## src/rtl/regcmd_pkg.sv

```systemverilog
package regcmd_pkg;
  localparam int DW  = 32;
  localparam int RAW = 20;

  localparam logic [7:0] OP_NOP        = 8'h00;
  localparam logic [7:0] OP_WRITE      = 8'h01;
  localparam logic [7:0] OP_USEC       = 8'h02;
  localparam logic [7:0] OP_LINE_FIRST = 8'h03;
  localparam logic [7:0] OP_LINE_LAST  = 8'h06;
  localparam logic [7:0] OP_BURST      = 8'h09;

  typedef enum logic [2:0] {K_NOP, K_WRITE, K_BURST, K_USEC, K_LINE, K_BAD} kind_e;

  typedef enum logic [3:0] {
    S_IDLE, S_NEXT, S_REQ, S_RSP, S_EXEC, S_WR, S_UWAIT, S_LSTART, S_LWAIT
  } state_e;

  typedef enum logic [1:0] {P_W0, P_W1, P_DATA} phase_e;
endpackage

```

## src/rtl/regcmd_decode.sv

```systemverilog
module regcmd_decode
  import regcmd_pkg::*;
(
  input  logic [7:0] opcode,
  output kind_e      kind
);
  always_comb begin
    if (opcode == OP_NOP)                                       kind = K_NOP;
    else if (opcode == OP_WRITE)                                kind = K_WRITE;
    else if (opcode == OP_BURST)                                kind = K_BURST;
    else if (opcode == OP_USEC)                                 kind = K_USEC;
    else if (opcode >= OP_LINE_FIRST && opcode <= OP_LINE_LAST) kind = K_LINE;
    else                                                        kind = K_BAD;
  end
endmodule

```

## src/rtl/regcmd_usec_timer.sv

```systemverilog
module regcmd_usec_timer #(
  parameter int TICKS_PER_US = 100
) (
  input  logic        clk,
  input  logic        rst_n,
  input  logic        load,
  input  logic        run,
  input  logic [31:0] count,
  output logic        done
);
  localparam int TW = $clog2(TICKS_PER_US + 1);
  localparam logic [TW-1:0] TLAST = TW'(TICKS_PER_US - 1);

  logic [31:0]   us_left;
  logic [TW-1:0] tick;

  always_ff @(posedge clk) begin
    if (!rst_n) begin
      us_left <= '0;
      tick    <= '0;
    end else if (load) begin
      us_left <= count;
      tick    <= '0;
    end else if (run && us_left != 32'd0) begin
      if (tick == TLAST) begin
        tick    <= '0;
        us_left <= us_left - 32'd1;
      end else begin
        tick <= tick + 1'b1;
      end
    end
  end

  assign done = (us_left == 32'd0);

  // the sub-microsecond divider never passes its last tick
  a_r6_tick_range: assert property (@(posedge clk) disable iff (!rst_n)
    tick <= TLAST);
endmodule

```

## src/rtl/regcmd_core.sv

```systemverilog
module regcmd_core
  import regcmd_pkg::*;
#(
  parameter int LINE_W = 4,
  localparam int WA = LINE_W + 4
) (
  input  logic              clk,
  input  logic              rst_n,
  input  logic              ctl_enable,
  input  logic              ctl_halt,
  input  logic              ctl_tail_we,
  input  logic [LINE_W-1:0] ctl_head,
  input  logic [LINE_W-1:0] ctl_tail,
  output logic              busy,
  output logic              err,
  output logic              mem_rd_valid,
  input  logic              mem_rd_ready,
  output logic [WA-1:0]     mem_rd_addr,
  input  logic              mem_rsp_valid,
  input  logic [DW-1:0]     mem_rsp_data,
  output logic              wr_valid,
  input  logic              wr_ready,
  output logic [RAW-1:0]    wr_addr,
  output logic [DW-1:0]     wr_data,
  output logic [3:0]        wr_be,
  output logic              sl_start,
  output logic [2:0]        sl_op,
  output logic [DW-1:0]     sl_lo,
  output logic [RAW-1:0]    sl_hi,
  input  logic              sl_done,
  output logic [7:0]        opcode,
  input  kind_e             kind,
  output logic              tmr_load,
  output logic              tmr_run,
  output logic [DW-1:0]     tmr_count,
  input  logic              tmr_done
);
  state_e           state;
  phase_e           phase;
  logic [WA-1:0]    ptr, tail_w;
  logic [DW-1:0]    lo, hi, cnt, wd_r;
  logic [RAW-1:0]   wa_r;
  logic [3:0]       wb_r;
  logic             err_r, halt_pend;

  logic start_go;
  assign start_go = (state == S_IDLE) && ctl_tail_we && ctl_enable;

  always_ff @(posedge clk) begin
    if (!rst_n) begin
      state     <= S_IDLE;
      phase     <= P_W0;
      ptr       <= '0;
      tail_w    <= '0;
      lo        <= '0;
      hi        <= '0;
      cnt       <= '0;
      wd_r      <= '0;
      wa_r      <= '0;
      wb_r      <= '0;
      err_r     <= 1'b0;
      halt_pend <= 1'b0;
    end else begin
      if (state != S_IDLE && ctl_enable && ctl_halt) halt_pend <= 1'b1;
      unique case (state)
        S_IDLE: if (start_go) begin
          ptr       <= {ctl_head, 4'b0000};
          tail_w    <= {ctl_tail, 4'b0000};
          err_r     <= 1'b0;
          halt_pend <= 1'b0;
          state     <= S_NEXT;
        end
        S_NEXT: begin
          if (halt_pend || ptr == tail_w) state <= S_IDLE;
          else begin
            phase <= P_W0;
            state <= S_REQ;
          end
        end
        S_REQ: if (mem_rd_ready) begin
          ptr   <= ptr + 1'b1;
          state <= S_RSP;
        end
        S_RSP: if (mem_rsp_valid) begin
          unique case (phase)
            P_W0: begin
              lo    <= mem_rsp_data;
              phase <= P_W1;
              state <= S_REQ;
            end
            P_W1: begin
              hi    <= mem_rsp_data;
              state <= S_EXEC;
            end
            default: begin
              wd_r  <= mem_rsp_data;
              cnt   <= cnt - 32'd1;
              state <= S_WR;
            end
          endcase
        end
        S_EXEC: begin
          unique case (kind)
            K_WRITE: begin
              wa_r  <= hi[19:0];
              wd_r  <= lo;
              wb_r  <= hi[23:20];
              state <= S_WR;
            end
            K_BURST: begin
              wa_r <= hi[19:0];
              wb_r <= 4'hF;
              cnt  <= lo;
              if (lo == 32'd0) state <= S_NEXT;
              else begin
                phase <= P_DATA;
                state <= S_REQ;
              end
            end
            K_USEC:  state <= S_UWAIT;
            K_LINE:  state <= S_LSTART;
            K_BAD: begin
              err_r <= 1'b1;
              state <= S_NEXT;
            end
            default: state <= S_NEXT;
          endcase
        end
        S_WR: if (wr_ready) begin
          if (phase == P_DATA && cnt != 32'd0) state <= S_REQ;
          else begin
            if (ptr[0]) ptr <= ptr + 1'b1;   // skip pad of an odd burst
            state <= S_NEXT;
          end
        end
        S_UWAIT: begin
          if (halt_pend)     state <= S_IDLE;
          else if (tmr_done) state <= S_NEXT;
        end
        S_LSTART: state <= S_LWAIT;
        S_LWAIT: begin
          if (sl_done)        state <= S_NEXT;
          else if (halt_pend) state <= S_IDLE;
        end
        default: state <= S_IDLE;
      endcase
    end
  end

  assign busy         = (state != S_IDLE);
  assign err          = err_r;
  assign mem_rd_valid = (state == S_REQ);
  assign mem_rd_addr  = ptr;
  assign wr_valid     = (state == S_WR);
  assign wr_addr      = wa_r;
  assign wr_data      = wd_r;
  assign wr_be        = wb_r;
  assign sl_start     = (state == S_LSTART);
  assign sl_op        = hi[26:24];
  assign sl_lo        = lo;
  assign sl_hi        = hi[19:0];
  assign opcode       = hi[31:24];
  assign tmr_load     = (state == S_EXEC) && (kind == K_USEC);
  assign tmr_run      = (state == S_UWAIT);
  assign tmr_count    = lo;

  // a stalled write keeps its payload
  a_r9_wr_hold: assert property (@(posedge clk) disable iff (!rst_n)
    wr_valid && !wr_ready |=> wr_valid && $stable(wr_addr) && $stable(wr_data) && $stable(wr_be));
  // a stalled memory request keeps its address
  a_r9_mem_hold: assert property (@(posedge clk) disable iff (!rst_n)
    mem_rd_valid && !mem_rd_ready |=> mem_rd_valid && $stable(mem_rd_addr));
  // the wait-unit request is a single-cycle pulse
  a_r7_sl_pulse: assert property (@(posedge clk) disable iff (!rst_n)
    sl_start |=> !sl_start);
  // every command boundary lies on an even word
  a_r5_even_boundary: assert property (@(posedge clk) disable iff (!rst_n)
    state == S_NEXT |-> !ptr[0]);
  // the error flag rises only after decoding an unknown opcode
  a_r8_err_source: assert property (@(posedge clk) disable iff (!rst_n)
    $rose(err_r) |-> $past(state) == S_EXEC && $past(kind) == K_BAD);
endmodule

```

## src/rtl/regcmd_exec.sv

```systemverilog
module regcmd_exec
  import regcmd_pkg::*;
#(
  parameter int LINE_W       = 4,
  parameter int TICKS_PER_US = 100
) (
  input  logic              clk,
  input  logic              rst_n,
  input  logic              ctl_enable,
  input  logic              ctl_halt,
  input  logic              ctl_tail_we,
  input  logic [LINE_W-1:0] ctl_head,
  input  logic [LINE_W-1:0] ctl_tail,
  output logic              busy,
  output logic              err,
  output logic              mem_rd_valid,
  input  logic              mem_rd_ready,
  output logic [LINE_W+3:0] mem_rd_addr,
  input  logic              mem_rsp_valid,
  input  logic [31:0]       mem_rsp_data,
  output logic              wr_valid,
  input  logic              wr_ready,
  output logic [19:0]       wr_addr,
  output logic [31:0]       wr_data,
  output logic [3:0]        wr_be,
  output logic              sl_start,
  output logic [2:0]        sl_op,
  output logic [31:0]       sl_lo,
  output logic [19:0]       sl_hi,
  input  logic              sl_done
);
  logic [7:0]  opcode;
  kind_e       kind;
  logic        tmr_load, tmr_run, tmr_done;
  logic [31:0] tmr_count;

  regcmd_decode u_decode (
    .opcode (opcode),
    .kind   (kind)
  );

  regcmd_usec_timer #(.TICKS_PER_US(TICKS_PER_US)) u_timer (
    .clk   (clk),
    .rst_n (rst_n),
    .load  (tmr_load),
    .run   (tmr_run),
    .count (tmr_count),
    .done  (tmr_done)
  );

  regcmd_core #(.LINE_W(LINE_W)) u_core (
    .clk           (clk),
    .rst_n         (rst_n),
    .ctl_enable    (ctl_enable),
    .ctl_halt      (ctl_halt),
    .ctl_tail_we   (ctl_tail_we),
    .ctl_head      (ctl_head),
    .ctl_tail      (ctl_tail),
    .busy          (busy),
    .err           (err),
    .mem_rd_valid  (mem_rd_valid),
    .mem_rd_ready  (mem_rd_ready),
    .mem_rd_addr   (mem_rd_addr),
    .mem_rsp_valid (mem_rsp_valid),
    .mem_rsp_data  (mem_rsp_data),
    .wr_valid      (wr_valid),
    .wr_ready      (wr_ready),
    .wr_addr       (wr_addr),
    .wr_data       (wr_data),
    .wr_be         (wr_be),
    .sl_start      (sl_start),
    .sl_op         (sl_op),
    .sl_lo         (sl_lo),
    .sl_hi         (sl_hi),
    .sl_done       (sl_done),
    .opcode        (opcode),
    .kind          (kind),
    .tmr_load      (tmr_load),
    .tmr_run       (tmr_run),
    .tmr_count     (tmr_count),
    .tmr_done      (tmr_done)
  );
endmodule

```

## config.mk

```make
export PLATFORM = sky130hd
export DESIGN_NAME = regcmd_exec
export DESIGN_NICKNAME = d
export VERILOG_FILES = /design/src/rtl/regcmd_pkg.sv /design/src/rtl/regcmd_decode.sv /design/src/rtl/regcmd_usec_timer.sv /design/src/rtl/regcmd_core.sv /design/src/rtl/regcmd_exec.sv
export SDC_FILE = /design/constraint.sdc
export NUM_CORES = 1
export LEC_CHECK = 0
export BUFFER_PORTS_ARGS = -buffer_cell sky130_fd_sc_hd__buf_2
export CAP_MARGIN = 10
export CORE_UTILIZATION = 35
export DETAILED_ROUTE_END_ITERATION = 6
export PLACE_DENSITY_LB_ADDON = 0.15
export SYNTH_ARGS = -nofsm -noshare
export SYNTH_HDL_FRONTEND = slang
export SYNTH_HIERARCHICAL = 1
export SYNTH_SLANG_ARGS = --single-unit
```

## constraint.sdc

```tcl
create_clock -name clk -period 8.35 [get_ports clk]
set_clock_uncertainty 0.2 [all_clocks]
set_input_delay 2.505 -clock clk [delete_from_list [all_inputs] [get_ports clk]]
set_output_delay 2.505 -clock clk [all_outputs]
set_load 0.01 [all_outputs]
```

## Yosys cells after proc, flatten, opt, wreduce, memory -nomap -nowiden

Cells that the tools add are included.

| word-level totals | value |
|---|---|
| output and inout port bits | 124 |
| register bits | 211 |
| bits of input ports | 49 |
| word-level logic and storage cells | 147 |

| operators by class | value |
|---|---|
| equality and inequality tests | 35 |
| add/subtract/negate cells | 4 |
| reduce and logical (&&, ||, !) cells | 40 |
| order comparisons | 2 |
| multiplexer cells | 50 |
| bitwise logic cells | 1 |

Operators with widths:

| cell | number |
|---|---|
| 32-bit 2-to-1 mux | 9 |
| 32-bit case mux with 2 select lines | 2 |
| 32-bit logical NOT | 2 |
| 32-bit nonzero test | 2 |
| 32-bit by 1-bit subtractor with 32-bit output (second input constant) | 2 |
| 8-bit 2-to-1 mux | 5 |
| 4-bit case mux with 9 select lines | 1 |
| 4-bit 2-to-1 mux | 8 |
| 8-bit case mux with 3 select lines | 1 |
| 6-bit AND reduction | 3 |
| 4-bit by 3-bit == test with 1-bit output (second input constant) | 4 |
| 2-bit 2-to-1 mux | 8 |
| 2-bit != test (second input constant) | 8 |
| 4-bit case mux with 4 select lines | 1 |
| 3-bit 2-to-1 mux | 4 |
| 2-bit by 1-bit != test with 1-bit output (second input constant) | 5 |
| 2-bit nonzero test | 5 |
| 3-bit AND reduction | 3 |
| 8-bit by 1-bit adder with 8-bit output (second input constant) | 1 |
| 4-bit by 2-bit == test with 1-bit output (second input constant) | 2 |
| 8-bit by 1-bit == test with 1-bit output (second input constant) | 1 |
| 8-bit by 2-bit == test with 1-bit output (second input constant) | 1 |
| 8-bit by 4-bit == test with 1-bit output (second input constant) | 1 |
| 8-bit == test | 1 |
| other kinds (30) | 52 |

## Longest topological paths before layout

Gate-level depths: netlist of the first run.

| depth | value |
|---|---|
| depth after elaboration | 11 |
| depth in mapped cells | 12 |
| depth with buffers taken out | 11 |

## Hierarchy

Netlist of the first run, hierarchy kept.

By module, submodules not included:

| module | cells each | instances | area each (µm²) | seq. area each (µm²) |
|---|---|---|---|---|
| regcmd_core | 1101 | 1 | 8399.3 | 3443.3 |
| regcmd_usec_timer | 281 | 1 | 2260.9 | 780.7 |
| regcmd_decode | 14 | 1 | 90.1 | 0.0 |

## Worst setup path after synthesis of the first run

OpenSTA, ideal clock, no wires.

| path | value |
|---|---|
| path kind | input -> register |
| from | input port mem_rsp_valid |
| to | register u_core.lo[10] (netlist: u_core/sl_lo[10]) |
| buffers on the path | 1 |
| stages | 6 |
| slack | 4.333 ns |
| library setup time | 0.070 ns |
| arrival | 3.746 ns |
| data required time | 8.080 ns |
| cells stage by stage | inv_1 -> nor3_1 -> nor4b_1 -> clkbuf_1 -> nand2_1 -> a21oi_1 |

| on the way | value |
|---|---|
| cells in the longest elaborated chain, start to end | 1 |

RTL lines:

| element | line | text |
|---|---|---|
| from (decl) | regcmd_exec.sv:19 | `input logic mem_rsp_valid,` |
| 3-bit AND reduction (no line) | -- |  |
| to (signal assigned) | regcmd_core.sv:87 | `lo <= mem_rsp_data;` |
| to (decl) | regcmd_core.sv:41 | `logic [DW-1:0] lo, hi, cnt, wd_r;` |

Every way passes these cells.
A chain may end at the register's enable or synchronous reset.

## Worst setup path after layout of the first run

| path | value |
|---|---|
| from | register u_core.state[3] |
| to | output port busy |

| on the way | value |
|---|---|
| cells in the longest elaborated chain, start to end | 1 |

RTL lines:

| element | line | text |
|---|---|---|
| from (decl) | regcmd_core.sv:38 | `state_e state;` |
| from (signal assigned) | regcmd_core.sv:51 | `state <= S_IDLE;` |
| from (signal assigned) | regcmd_core.sv:71 | `state <= S_NEXT;` |
| from (signal assigned) | regcmd_core.sv:74 | `if (halt_pend \|\| ptr == tail_w) state <= S_IDLE;` |
| 4-bit nonzero test | regcmd_core.sv:150 | `assign busy = (state != S_IDLE);` |
| to (decl) | regcmd_exec.sv:14 | `output logic busy,` |

Every way passes these cells.

==> impl_results.md, run 1 <==
* Outcome: finished, final reports clean
* Startpoint Class: register
* Rows at 63
* CTS tree: done
* Final Max Slew Viols at 0
* Core area at ~30000 um2
* Die area at around 31000 um2
* Maxcap violations at 0
* Die H at ~180 um
* Headroom to the max-slew limit at roughly 32%
* CTS sink cnt at 211
* Clk slew on worst S/H paths at approximately 0.06 ns
* Number of synthesized register bits at 211
* GR Util All Layers at between 20% and 30%
* Vias in the first global route at approximately 9500
* Post-synth ARST share at 0%
* Cells after Synth at 1396
* Final antenna-violating net count at 0
* Setup bufs post-CTS at 0
* Register area at approximately 4200 um2
* Layout cells sized above 1 at between 15 and 20%
* Hold buffer count at CTS at 0
* Wire per inst at ~19 um
* Crit path capture: busy
* Drt pass-1 iters at 6
* Number of flops mapped to enable cells by yosys at 0
* R2R Path Start: u_core/state[2]
* Global-route wire length before repair at ~54 mm
* Peak Freq at between 200 and 250 MHz
* Min cycle time layout at 4.96 ns
* Dominant synthesized flop cell: dfxtp_1
* Seq/Total Area, Yosys at between 30% and 40%
* Area leader, netlist: dfxtp_1
* Post-Syn Area at ~11000 um2
* GP Congestion at between 0.8 and 0.9
* Clk buf depth at 3
* Finish-stage setup viols at 0
* Top cells by area, synth: dfxtp_1 (39%), nand2_1 (9.4%), a21oi_1 (6.0%)
* Distinct cell type count after synthesis at 70
* Area of the multi-input gates at 5640 um2
* Largest net degree at the start of global routing at 70
* IO Count at 173
* ANT cells at 0
* Crit Reg-Reg Endpoint: u_timer/us_left[29]
* Worst setup margin at around 3.4 ns
* Initial DRC Count at between 800 and 900
* Initial antenna violation count at 0
* Final critical-path share of the clock period at about three fifths
* CP Capture Type: output pin
* Crit path DAT at ~2.3 ns
* LEAKAGE at about 4.8 nW
* Crit path required time at approximately 5.6 ns
* Largest fanout on the critical path at 19
* Root Buffer: clkbuf_16
* Via density at between 5 and 6
* FILL cells at 3092
* Synth-to-layout area growth at 13.5%
* Syn avg cell area at slightly below 8 um2
* Crit path from: u_core/state[3]
* Setup_tns at 0 ns
* Syn nets at 1452
* Hpwl dp at 23.4 mm
* Final hold vios at 0
* Vias at 10500
* Hold/Removal Path Class: register to register
* Die Wd at ~180 um
* Reg2reg setup slack at 4.37 ns
* Port Buffers at about 170
* Unrepaired setup endpoints after global routing: no
* Power per cell area at 212 nW/um2
* Drt drc at 0
* Inserted Clock Buffers at 25
* Worst slew pin tran at ~1 ns
* Nets@finish at 1512
* Synth warn at 6
* Reg2Reg Depth at 8
* Setup WS pre-CTS at 3.59 ns
* H-tree lvl count at 1
* Post-CTS resize count at 0
* Yosys top cell area share at 39.3%
* Drt total wl at about 34 mm
* Initial core utilization at a little over a third
* Worst Setup Path Type: register to output pin
* Worst skew pair latency at between 0.5 and 0.6 ns
* Commonest cells in the netlist: nand2_1 (269), dfxtp_1 (211), a21oi_1 (129), nor2_1 (98)
* Most frequent cell after synthesis: nand2_1
* GRT Residual Overflow at 0
* Max IR drop VDD at 0.000126 V
## worst max-delay path: stages (launching register included)
cell	delay, ns
dfxtp_1	0.50
nor4_1	0.91
inv_1	0.14
buf_2	0.18
## cell usage in the layout, fill, tap and decap left out, types with 5 or more instances in the layout
cell type / n
a211oi_1: 15
a21oi_1: 129
a22oi_1: 12
a311oi_1: 32
a31oi_1: 37
a32o_1: 5
and2_1: 5
and4_1: 6
buf_2: 172
buf_4: 17
clkbuf_1: 5
clkbuf_16: 25
clkbuf_8: 5
dfxtp_1: 211
ha_1: 7
inv_1: 17
mux2i_1: 14
nand2_1: 268
nand2b_1: 8
nand3_1: 31
nand4_1: 15
nor2_1: 98
nor2b_1: 5
nor3_1: 37
nor4_1: 30
o21a_1: 6
o21ai_0: 77
o31ai_1: 24
o41ai_1: 6
or2_2: 8
or3_1: 28
or4_1: 27
xor2_1: 6
## area by class of cell
class	instances	share of cell area, %
clock inverters	8	0.605
inverters	19	0.605
well taps	390	4.00
flip-flops and latches	211	34.6
clock buffers	35	5.85
repair buffers	189	8.10
multi-input cells	1010	46.2
## registers in the layout (all words and copies together), names as in the netlist
| signal | flops |
|---|---|
| u_core/cnt | 32 |
| u_core/hi | 32 |
| u_core/sl_lo | 32 |
| u_core/wr_data | 32 |
| u_timer/us_left | 32 |
| u_core/wr_addr | 20 |
| u_core/mem_rd_addr | 8 |
| u_timer/tick | 7 |
| u_core/state | 4 |
| u_core/tail_w | 4 |
| u_core/wr_be | 4 |
| u_core/phase | 2 |
| u_core/err | 1 |
| u_core/halt_pend | 1 |
## per-stage QoR
stage	hold slack [ns]	std cells	area [um2]	power (mW)	util [%]
global placement	0.236	1819	11400	1.55	38.1
global route	0.273	1862	12200	2.71	40.7
floorplan	0.236	1396	10800	1.40	-
finish	0.251	1862	12200	2.59	40.7
CTS	0.255	1862	12200	2.61	40.7
detailed placement	0.246	1819	11400	1.55	38.1
## worst min path at each step
stage                     depth (start not counted)              start  slack [ns]           endpoint
final                                             2  u_core/wr_addr[3]        0.25  u_core/wr_addr[3]
after CTS                                         2  u_core/wr_addr[2]        0.26  u_core/wr_addr[2]
after detailed placement                          2  u_core/wr_addr[2]        0.25  u_core/wr_addr[2]
after floorplan                                   2      u_core/hi[20]        0.24      u_core/hi[20]
after global routing                              2      u_core/hi[31]        0.27      u_core/hi[31]
after global placement                            2  u_core/wr_addr[7]        0.24  u_core/wr_addr[7]
## cells by family (layout without fill, tap and decap cells)
family,count (synthesis),in the layout,synth area share (%)
mux,14,14,1.30
simple gates,598,598,26.8
flops,211,211,39.3
buf+inv,175,251,8.50
fa+ha+maj,8,8,0.908
compound gates,380,380,22.4
xor+xnor,10,10,0.815
## per-layer routing
layer	up-vias	share of wire [%]	track usage, %	wire length, um
met5	-	0	0	0
met4	0	1.4	4.34	497
met3	40	6.5	3.54	2240
met2	345	44	32.3	15100
met1	4988	48	32.1	16600
li1	5137	-	-	-
## report_power, final
part / internal, mW / total (mW) / leakage (nW) / switching (mW)
Sequential: 1.03 / 1.08 / 1.70 / 0.0533
Combinational: 0.156 / 0.446 / 2.67 / 0.290
Clock: 0.623 / 1.06 / 0.385 / 0.436
Total: 1.81 / 2.59 / 4.75 / 0.779
(Power assumes the default switching activity.)
==> run 2, diff against run 1 <==
Settings changed: ABC_AREA from default to 1.
Clock period 8.35 ns to 4.65 ns, I/O delays scaled along.
==> impl_results.md, run 2 <==
* CP dominant cell by count: inv_1
* Via density at 5.01 (was 5.64)
* Commonest non-fill, non-tap cells in the layout: nand2_1 (366), nor2_1 (356), dfxtp_1 (211), buf_2 (171), o21ai_0 (164) (was nand2_1 (268), dfxtp_1 (211), buf_2 (172), a21oi_1 (129), nor2_1 (98))
* Commonest non-fill, non-tap cell in the layout: nand2_1 (unchanged)
* Post-CTS resize count at 0 (unchanged)
* Die H at 184 um (was 177 um)
* CTS tree: done (unchanged)
* Number of synthesized register bits at 211 (unchanged)
* CTS sink cnt at 211 (unchanged)
* Rows at 66 (was 63)
* Top cells by area, synth: dfxtp_1 (36%), nand2_1 (12%), nor2_1 (12%) (was dfxtp_1 (39%), nand2_1 (9.4%), a21oi_1 (6.0%))
* Syn avg cell area at 6.57 um2 (was 7.70 um2)
* Final core utilization at 40.5% (was 40.7%)
* Synth warn at 6 (unchanged)
* Area leader, netlist: dfxtp_1 (unchanged)
* Nets@finish at 1895 (was 1512)
* Initial antenna violation count at 0 (unchanged)
* Post-Layout Cell Count at 2298 (was 1862)
* Initial DRC Count at 951 (was 871)
* Outcome: finished, final reports clean (unchanged)
* IO Count at 173 (unchanged)
* CP Capture Type: output pin (unchanged)
* Clk buf depth at 3 (unchanged)
* LEAKAGE at 6.33 nW (was 4.75 nW)
* Setup bufs post-CTS at 0 (unchanged)
* H-tree lvl count at 1 (unchanged)
* Max IR drop VDD at 0.000249 V (was 0.000126 V)
* Hold buffer count at CTS at 0 (unchanged)
* Initial core utilization at 35.6% (was 35.9%)
* Syn nets at 1823 (was 1452)
* ANT cells at 0 (unchanged)
* Crit path DAT at 1.88 ns (was 2.26 ns)
* Dominant synthesized flop cell: dfxtp_1 (unchanged)
* Final Max Slew Viols at 0 (unchanged)
* Yosys top cell area share at 36.4% (was 39.3%)
* Hold/Removal Path Class: register to register (unchanged)
* Min cycle time layout at 3.48 ns
* Hold WS at 0.267 ns (was 0.251 ns)
* Final critical-path share of the clock period at 74.8%
* Root Buffer: clkbuf_16 (unchanged)
* GRT Residual Overflow at 0 (unchanged)
* Worst path cell trace: inv_1 -> nand3_1 -> inv_1 -> buf_2 (was nor4_1 -> inv_1 -> buf_2)
* Drt drc at 0 (unchanged)
* Setup_tns at 0 ns (unchanged)
* Core area at 32600 um2 (was 30000 um2)
* Largest net degree at the start of global routing at 97 (was 70)
* Seq/Total Area, Yosys at 36.4% (was 39.3%)
* GP Congestion at 0.862 (was 0.858)
* Unrepaired setup endpoints after global routing: no (unchanged)
* Wire per inst at 16.7 um (was 18.5 um)
* Maxcap violations at 0 (unchanged)
* Synth-to-layout area growth at 13.8% (was 13.5%)
* Worst slew pin tran at 0.993 ns (was 1.01 ns)
* Die Wd at 184 um (was 177 um)
* Die area at 33900 um2 (was 31400 um2)
* Most frequent cell after synthesis: nand2_1 (unchanged)
* Port Buffers at 172 (unchanged)
* Startpoint Class: register (unchanged)
* Worst Setup Path Type: register to output pin (unchanged)
* Worst skew pair latency at 0.54 ns (was 0.52 ns)
* Slowest Stage Delay on Critical Path at 0.53 ns (was 0.91 ns)
* Crit path required time at 3.05 ns (was 5.64 ns)
* Cells after Synth at 1767 (was 1396)
* Distinct cell type count after synthesis at 52 (was 70)
* Vias at 11500 (was 10500)
* Total power at 4.58 mW (was 2.59 mW)
* Largest fanout on the critical path at 11 (was 19)
* GR Util All Layers at 22.4% (was 21.5%)
* Crit-path leading delay family: flip-flops (was simple AND/OR/NAND/NOR gates)
* Clk slew on worst S/H paths at 0.06 ns (about the same)
* Power per cell area at 346 nW/um2 (was 212 nW/um2)
* Inserted Clock Buffers at 26 (was 25)
* Hpwl dp at 27.4 mm (was 23.4 mm)
* Number of placed instances, taps included at 2253 (was 1819)
* Global-route wire length before repair at 60.0 mm (was 54.4 mm)
* Final antenna-violating net count at 0 (unchanged)
* Drt total wl at 38.3 mm (was 34.4 mm)
* Crit path buf inv count at 3 (was 2)
* Peak Freq at ~290 MHz
* Final Cell Area at 13200 um2 (was 12200 um2)
* Slowest cell on crit path: dfxtp_1 (was nor4_1)
* Number of flops mapped to enable cells by yosys at 0 (unchanged)
* Final hold vios at 0 (unchanged)
* Dpl cell area at 12300 um2 (was 11400 um2)
* Headroom to the max-slew limit at 33.7% (was 32.0%)
* Worst setup margin at 1.17 ns (was 3.39 ns)
* Post-Syn Area at 11600 um2 (was 10800 um2)
* Drt pass-1 iters at 5 (was 6)
* Setup WS pre-CTS at 1.22 ns (was 3.59 ns)
* Commonest cells in the netlist: nand2_1 (366), nor2_1 (356), dfxtp_1 (211), o21ai_0 (165), nand3_1 (108) (was nand2_1 (269), dfxtp_1 (211), a21oi_1 (129), nor2_1 (98))
* Finish-stage setup viols at 0 (unchanged)
* Post-synth ARST share at 0% (unchanged)
* Layout cells sized above 1 at 16.9% (was 17.5%)
* Vias in the first global route at 10400 (was 9507)
[run 2: logic make-up after synthesis]
family / Yosys count / synth area share [%]
DFF: 211 / 36.4
buffers and inverters: 260 / 11.2
and+or+nand+nor: 940 / 34.6
xor gates and xnor gates: 26 / 1.96
AOI/OAI and AO/OA: 323 / 15.1
adders and majority gates: 7 / 0.754
[run 2: final timing paths]
check	start	endpoint	slack, ns	depth (start not counted)
max reg2reg	u_core/hi[25]	u_core/wr_data[12]	1.39	12
min	u_core/tail_w[7]	u_core/tail_w[7]	0.27	2
min reg2reg	u_core/tail_w[7]	u_core/tail_w[7]	0.27	2
max	u_core/state[0]	mem_rd_valid	1.17	4
[run 2: where the power goes]
| part | internal, mW | total, mW | switching [mW] | leakage (nW) |
|---|---|---|---|---|
| Clock | 1.34 | 2.17 | 0.833 | 0.445 |
| Combinational | 0.174 | 0.514 | 0.340 | 4.19 |
| Sequential | 1.84 | 1.89 | 0.0509 | 1.70 |
| Total | 3.35 | 4.58 | 1.22 | 6.33 |
[run 2: layout make-up]
type / count / area (um2)
clock buffers: 34 / 741
clock inverters: 11 / 175
flip-flops and latches: 211 / 4220
inverters: 119 / 450
well taps: 442 / 553
repair buffers: 185 / 973
multi-input cells: 1296 / 6100
fillers: 3576 / 19400
[run 2: worst reg2reg max path, cell delays in order (launching register included)]
cell and delay (ns):
dfxtp_1 0.48, nor2_1 0.09, nand2_1 0.08, nor2_1 0.05, nor3_2 0.31, inv_1 0.15, nor3_1 0.31, inv_1 0.08
nor2_1 0.20, a21oi_2 0.12, inv_2 0.74, o21ai_0 0.23, a31oi_1 0.17
[run 2: routing by layer]
| layer | track usage (%) | vias to the layer above | part of all wire (%) | wire length (um) |
|---|---|---|---|---|
| li1 | - | 5831 | - | - |
| met1 | 30.8 | 5373 | 46 | 17800 |
| met2 | 37.5 | 282 | 48 | 18200 |
| met3 | 2.43 | 38 | 4.5 | 1720 |
| met4 | 4.90 | 0 | 1.6 | 625 |
| met5 | 0 | - | 0 | 0 |
==> run 3, diff against run 2 <==
Clock period 4.65 ns to 2.9 ns, I/O delays scaled along.
==> impl_results.md, run 3 (same netlist as run 2, synthesis figures left out) <==
* Layout cells sized above 1 at 18.0% (was 16.9%)
* Worst path cell trace: inv_1 -> nand3_1 -> buf_4 -> inv_1 -> buf_2 (was inv_1 -> nand3_1 -> inv_1 -> buf_2)
* Hold buffer count at CTS at 0 (unchanged)
* Inserted Clock Buffers at 26 (unchanged)
* Final Max Slew Viols at 0 (unchanged)
* Slowest Stage Delay on Critical Path at 0.54 ns (was 0.53 ns)
* ANT cells at 0 (unchanged)
* Maxcap violations at 0 (unchanged)
* Largest net degree at the start of global routing at 76 (was 97)
* H-tree lvl count at 1 (unchanged)
* IO Count at 173 (unchanged)
* Power per cell area at 546 nW/um2 (was 346 nW/um2)
* Peak Freq at between 300 and 400 MHz
* Min cycle time layout at around 2.8 ns
* Drt total wl at 39.0 mm (was 38.3 mm)
* Power share of the combinational group at 11.4% (was 11.2%)
* Vias in the first global route at 10500 (was 10400)
* Sequential power share at 41.5% (was 41.3%)
* Final antenna-violating net count at 0 (unchanged)
* Die H at 184 um (unchanged)
* Worst skew pair latency at 0.53 ns (was 0.54 ns)
* Clk slew on worst S/H paths at 0.06 ns (about the same)
* Setup_tns at 0 ns (unchanged)
* Wire per inst at 16.8 um (was 16.7 um)
* Via density at 5.02 (was 5.01)
* CTS sink cnt at 211 (unchanged)
* Global-route wire length before repair at 60.2 mm (was 60.0 mm)
* Drt pass-1 iters at 5 (unchanged)
* LEAKAGE at 6.45 nW (was 6.33 nW)
* Commonest non-fill, non-tap cells in the layout: nand2_1 (366), nor2_1 (356), dfxtp_1 (211), buf_2 (171), o21ai_0 (163) (was nand2_1 (366), nor2_1 (356), dfxtp_1 (211), buf_2 (171), o21ai_0 (164))
* Clk pwr share at 47.1% (was 47.4%)
* Worst slew pin tran at 0.835 ns (was 0.993 ns)
* Nets@finish at 1917 (was 1895)
* Headroom to the max-slew limit at 44.2% (was 33.7%)
* Largest fanout on the critical path at 11 (unchanged)
* Finish-stage setup viols at 0 (unchanged)
* Unrepaired setup endpoints after global routing: no (unchanged)
* GR met3 Demand/Resource at 3.24% (was 2.43%)
* Crit path DAT at 1.71 ns (was 1.88 ns)
* Startpoint Class: register (unchanged)
* Switching fraction of total power at 26.5% (was 26.7%)
* Final hold vios at 0 (unchanged)
* Die area at 33900 um2 (unchanged)
* Slowest cell on crit path: dfxtp_1 (unchanged)
* Rows at 66 (unchanged)
* Port Buffers at 172 (unchanged)
* GRT Residual Overflow at 0 (unchanged)
* Commonest non-fill, non-tap cell in the layout: nand2_1 (unchanged)
* Synth-to-layout area growth at 15.5% (was 13.8%)
* GP Congestion at 0.900 (was 0.862)
* Drt drc at 0 (unchanged)
* Root Buffer: clkbuf_16 (unchanged)
* Worst Setup Path Type: register to output pin (unchanged)
* Clk buf depth at 3 (unchanged)
* CTS tree: done (unchanged)
* Grt met2 use at 36.7% (was 37.5%)
* M1 GR Usage at 31.2% (was 30.8%)
* Crit path required time at 1.83 ns (was 3.05 ns)
* Hold/Removal Path Class: register to register (unchanged)
* Initial DRC Count at 908 (was 951)
* Sw power at 1.94 mW (was 1.22 mW)
* Crit-path leading delay family: flip-flops (unchanged)
* Hpwl dp at 28.5 mm (was 27.4 mm)
* Final critical-path share of the clock period at between 90% and 100%
* CP Capture Type: output pin (unchanged)
* Crit path buf inv count at 4 (was 3)
* Hold WS at 0.261 ns (was 0.267 ns)
* Die Wd at 184 um (unchanged)
* GR peak layer: met2 (unchanged)
* Max IR drop VDD at 0.000484 V (was 0.000249 V)
* GR Util All Layers at 22.6% (was 22.4%)
* Initial core utilization at 35.6% (unchanged)
* Vias at 11700 (was 11500)
* CP dominant cell by count: inv_1 (unchanged)
* Outcome: finished, final reports clean (unchanged)
* P_int at 5.38 mW (was 3.35 mW)
* Initial antenna violation count at 0 (unchanged)
* Core area at 32600 um2 (unchanged)
run 3: cell count changes in the layout (fill, tap and decap cells not counted), sizes merged:
cell / before / now
buf: 185 / 207
clkbuf: 34 / 38
clkinv: 7 / 4
clkinvlp: 2 / 3
bufinv: 4 / 3
inv: 117 / 118
run 3: per-layer routing:
layer,part of all wire (%),vias up
met5,0,-
met4,2.2,0
met3,5.7,52
met2,46,330
met1,46,5404
li1,-,5872
run 3: worst register-to-register path, stage by stage, from the launching register on:
cell      delay, ns
dfxtp_1        0.48
nor2_2         0.08
nand2_2        0.08
a21oi_2        0.09
nor2_1         0.18
inv_2          0.07
nand2_1        0.16
nor2_2         0.08
buf_4          0.16
o211ai_2       0.66
o21ai_0        0.18
a21oi_1        0.14
run 3: final cells by class:
type                       instances  area [um2]
timing repair buffer             207        1170
fill                            3530       19200
clock inverter                     9         128
inverter                         119         453
sequential                       211        4220
clock buffer                      38         787
tap                              442         553
multi-input combinational       1296        6100
run 3: power groups by stage:
| stage | clock network, mW | registers (mW) | logic (mW) |
|---|---|---|---|
| finish | 3.45 | 3.04 | 0.835 |
| global route | 3.64 | 3.05 | 0.946 |
| CTS | 3.53 | 3.04 | 0.836 |
| detailed placement | 0 | 3.10 | 0.831 |
| global placement | 0 | 3.10 | 0.833 |
| floorplan | 0 | 3.08 | 0.593 |
run 3: stage by stage:
step | setup WS, ns | utilization [%] | instances | total power, mW | cell area [um2]
after floorplan | 0.443 | - | 1767 | 3.67 | 11600
after global placement | 0.256 | 38.2 | 2272 | 3.93 | 12500
after detailed placement | 0.154 | 38.2 | 2272 | 3.93 | 12500
after CTS | 0.106 | 41.0 | 2319 | 7.40 | 13400
after global routing | 0.0376 | 41.1 | 2322 | 7.63 | 13400
final | 0.122 | 41.1 | 2322 | 7.32 | 13400
run 3: worst paths after layout:
kind | start | to | slack, ns | cells past startpoint
worst max-delay path | u_core/state[0] | mem_rd_valid | 0.12 | 5
worst min-delay path | u_core/tail_w[7] | u_core/tail_w[7] | 0.26 | 2
worst max register to register | u_core/hi[25] | u_core/cnt[1] | 0.27 | 11
worst min register to register | u_core/tail_w[7] | u_core/tail_w[7] | 0.26 | 2
run 3: repair_timing:
| action | CTS | global route |
|---|---|---|
| resized for setup | 0 | 5 |
| hold endpoints to repair | 0 | 0 |
| setup buffers | 0 | 3 |
| endpoints found under the setup margin | 0 | 27 |
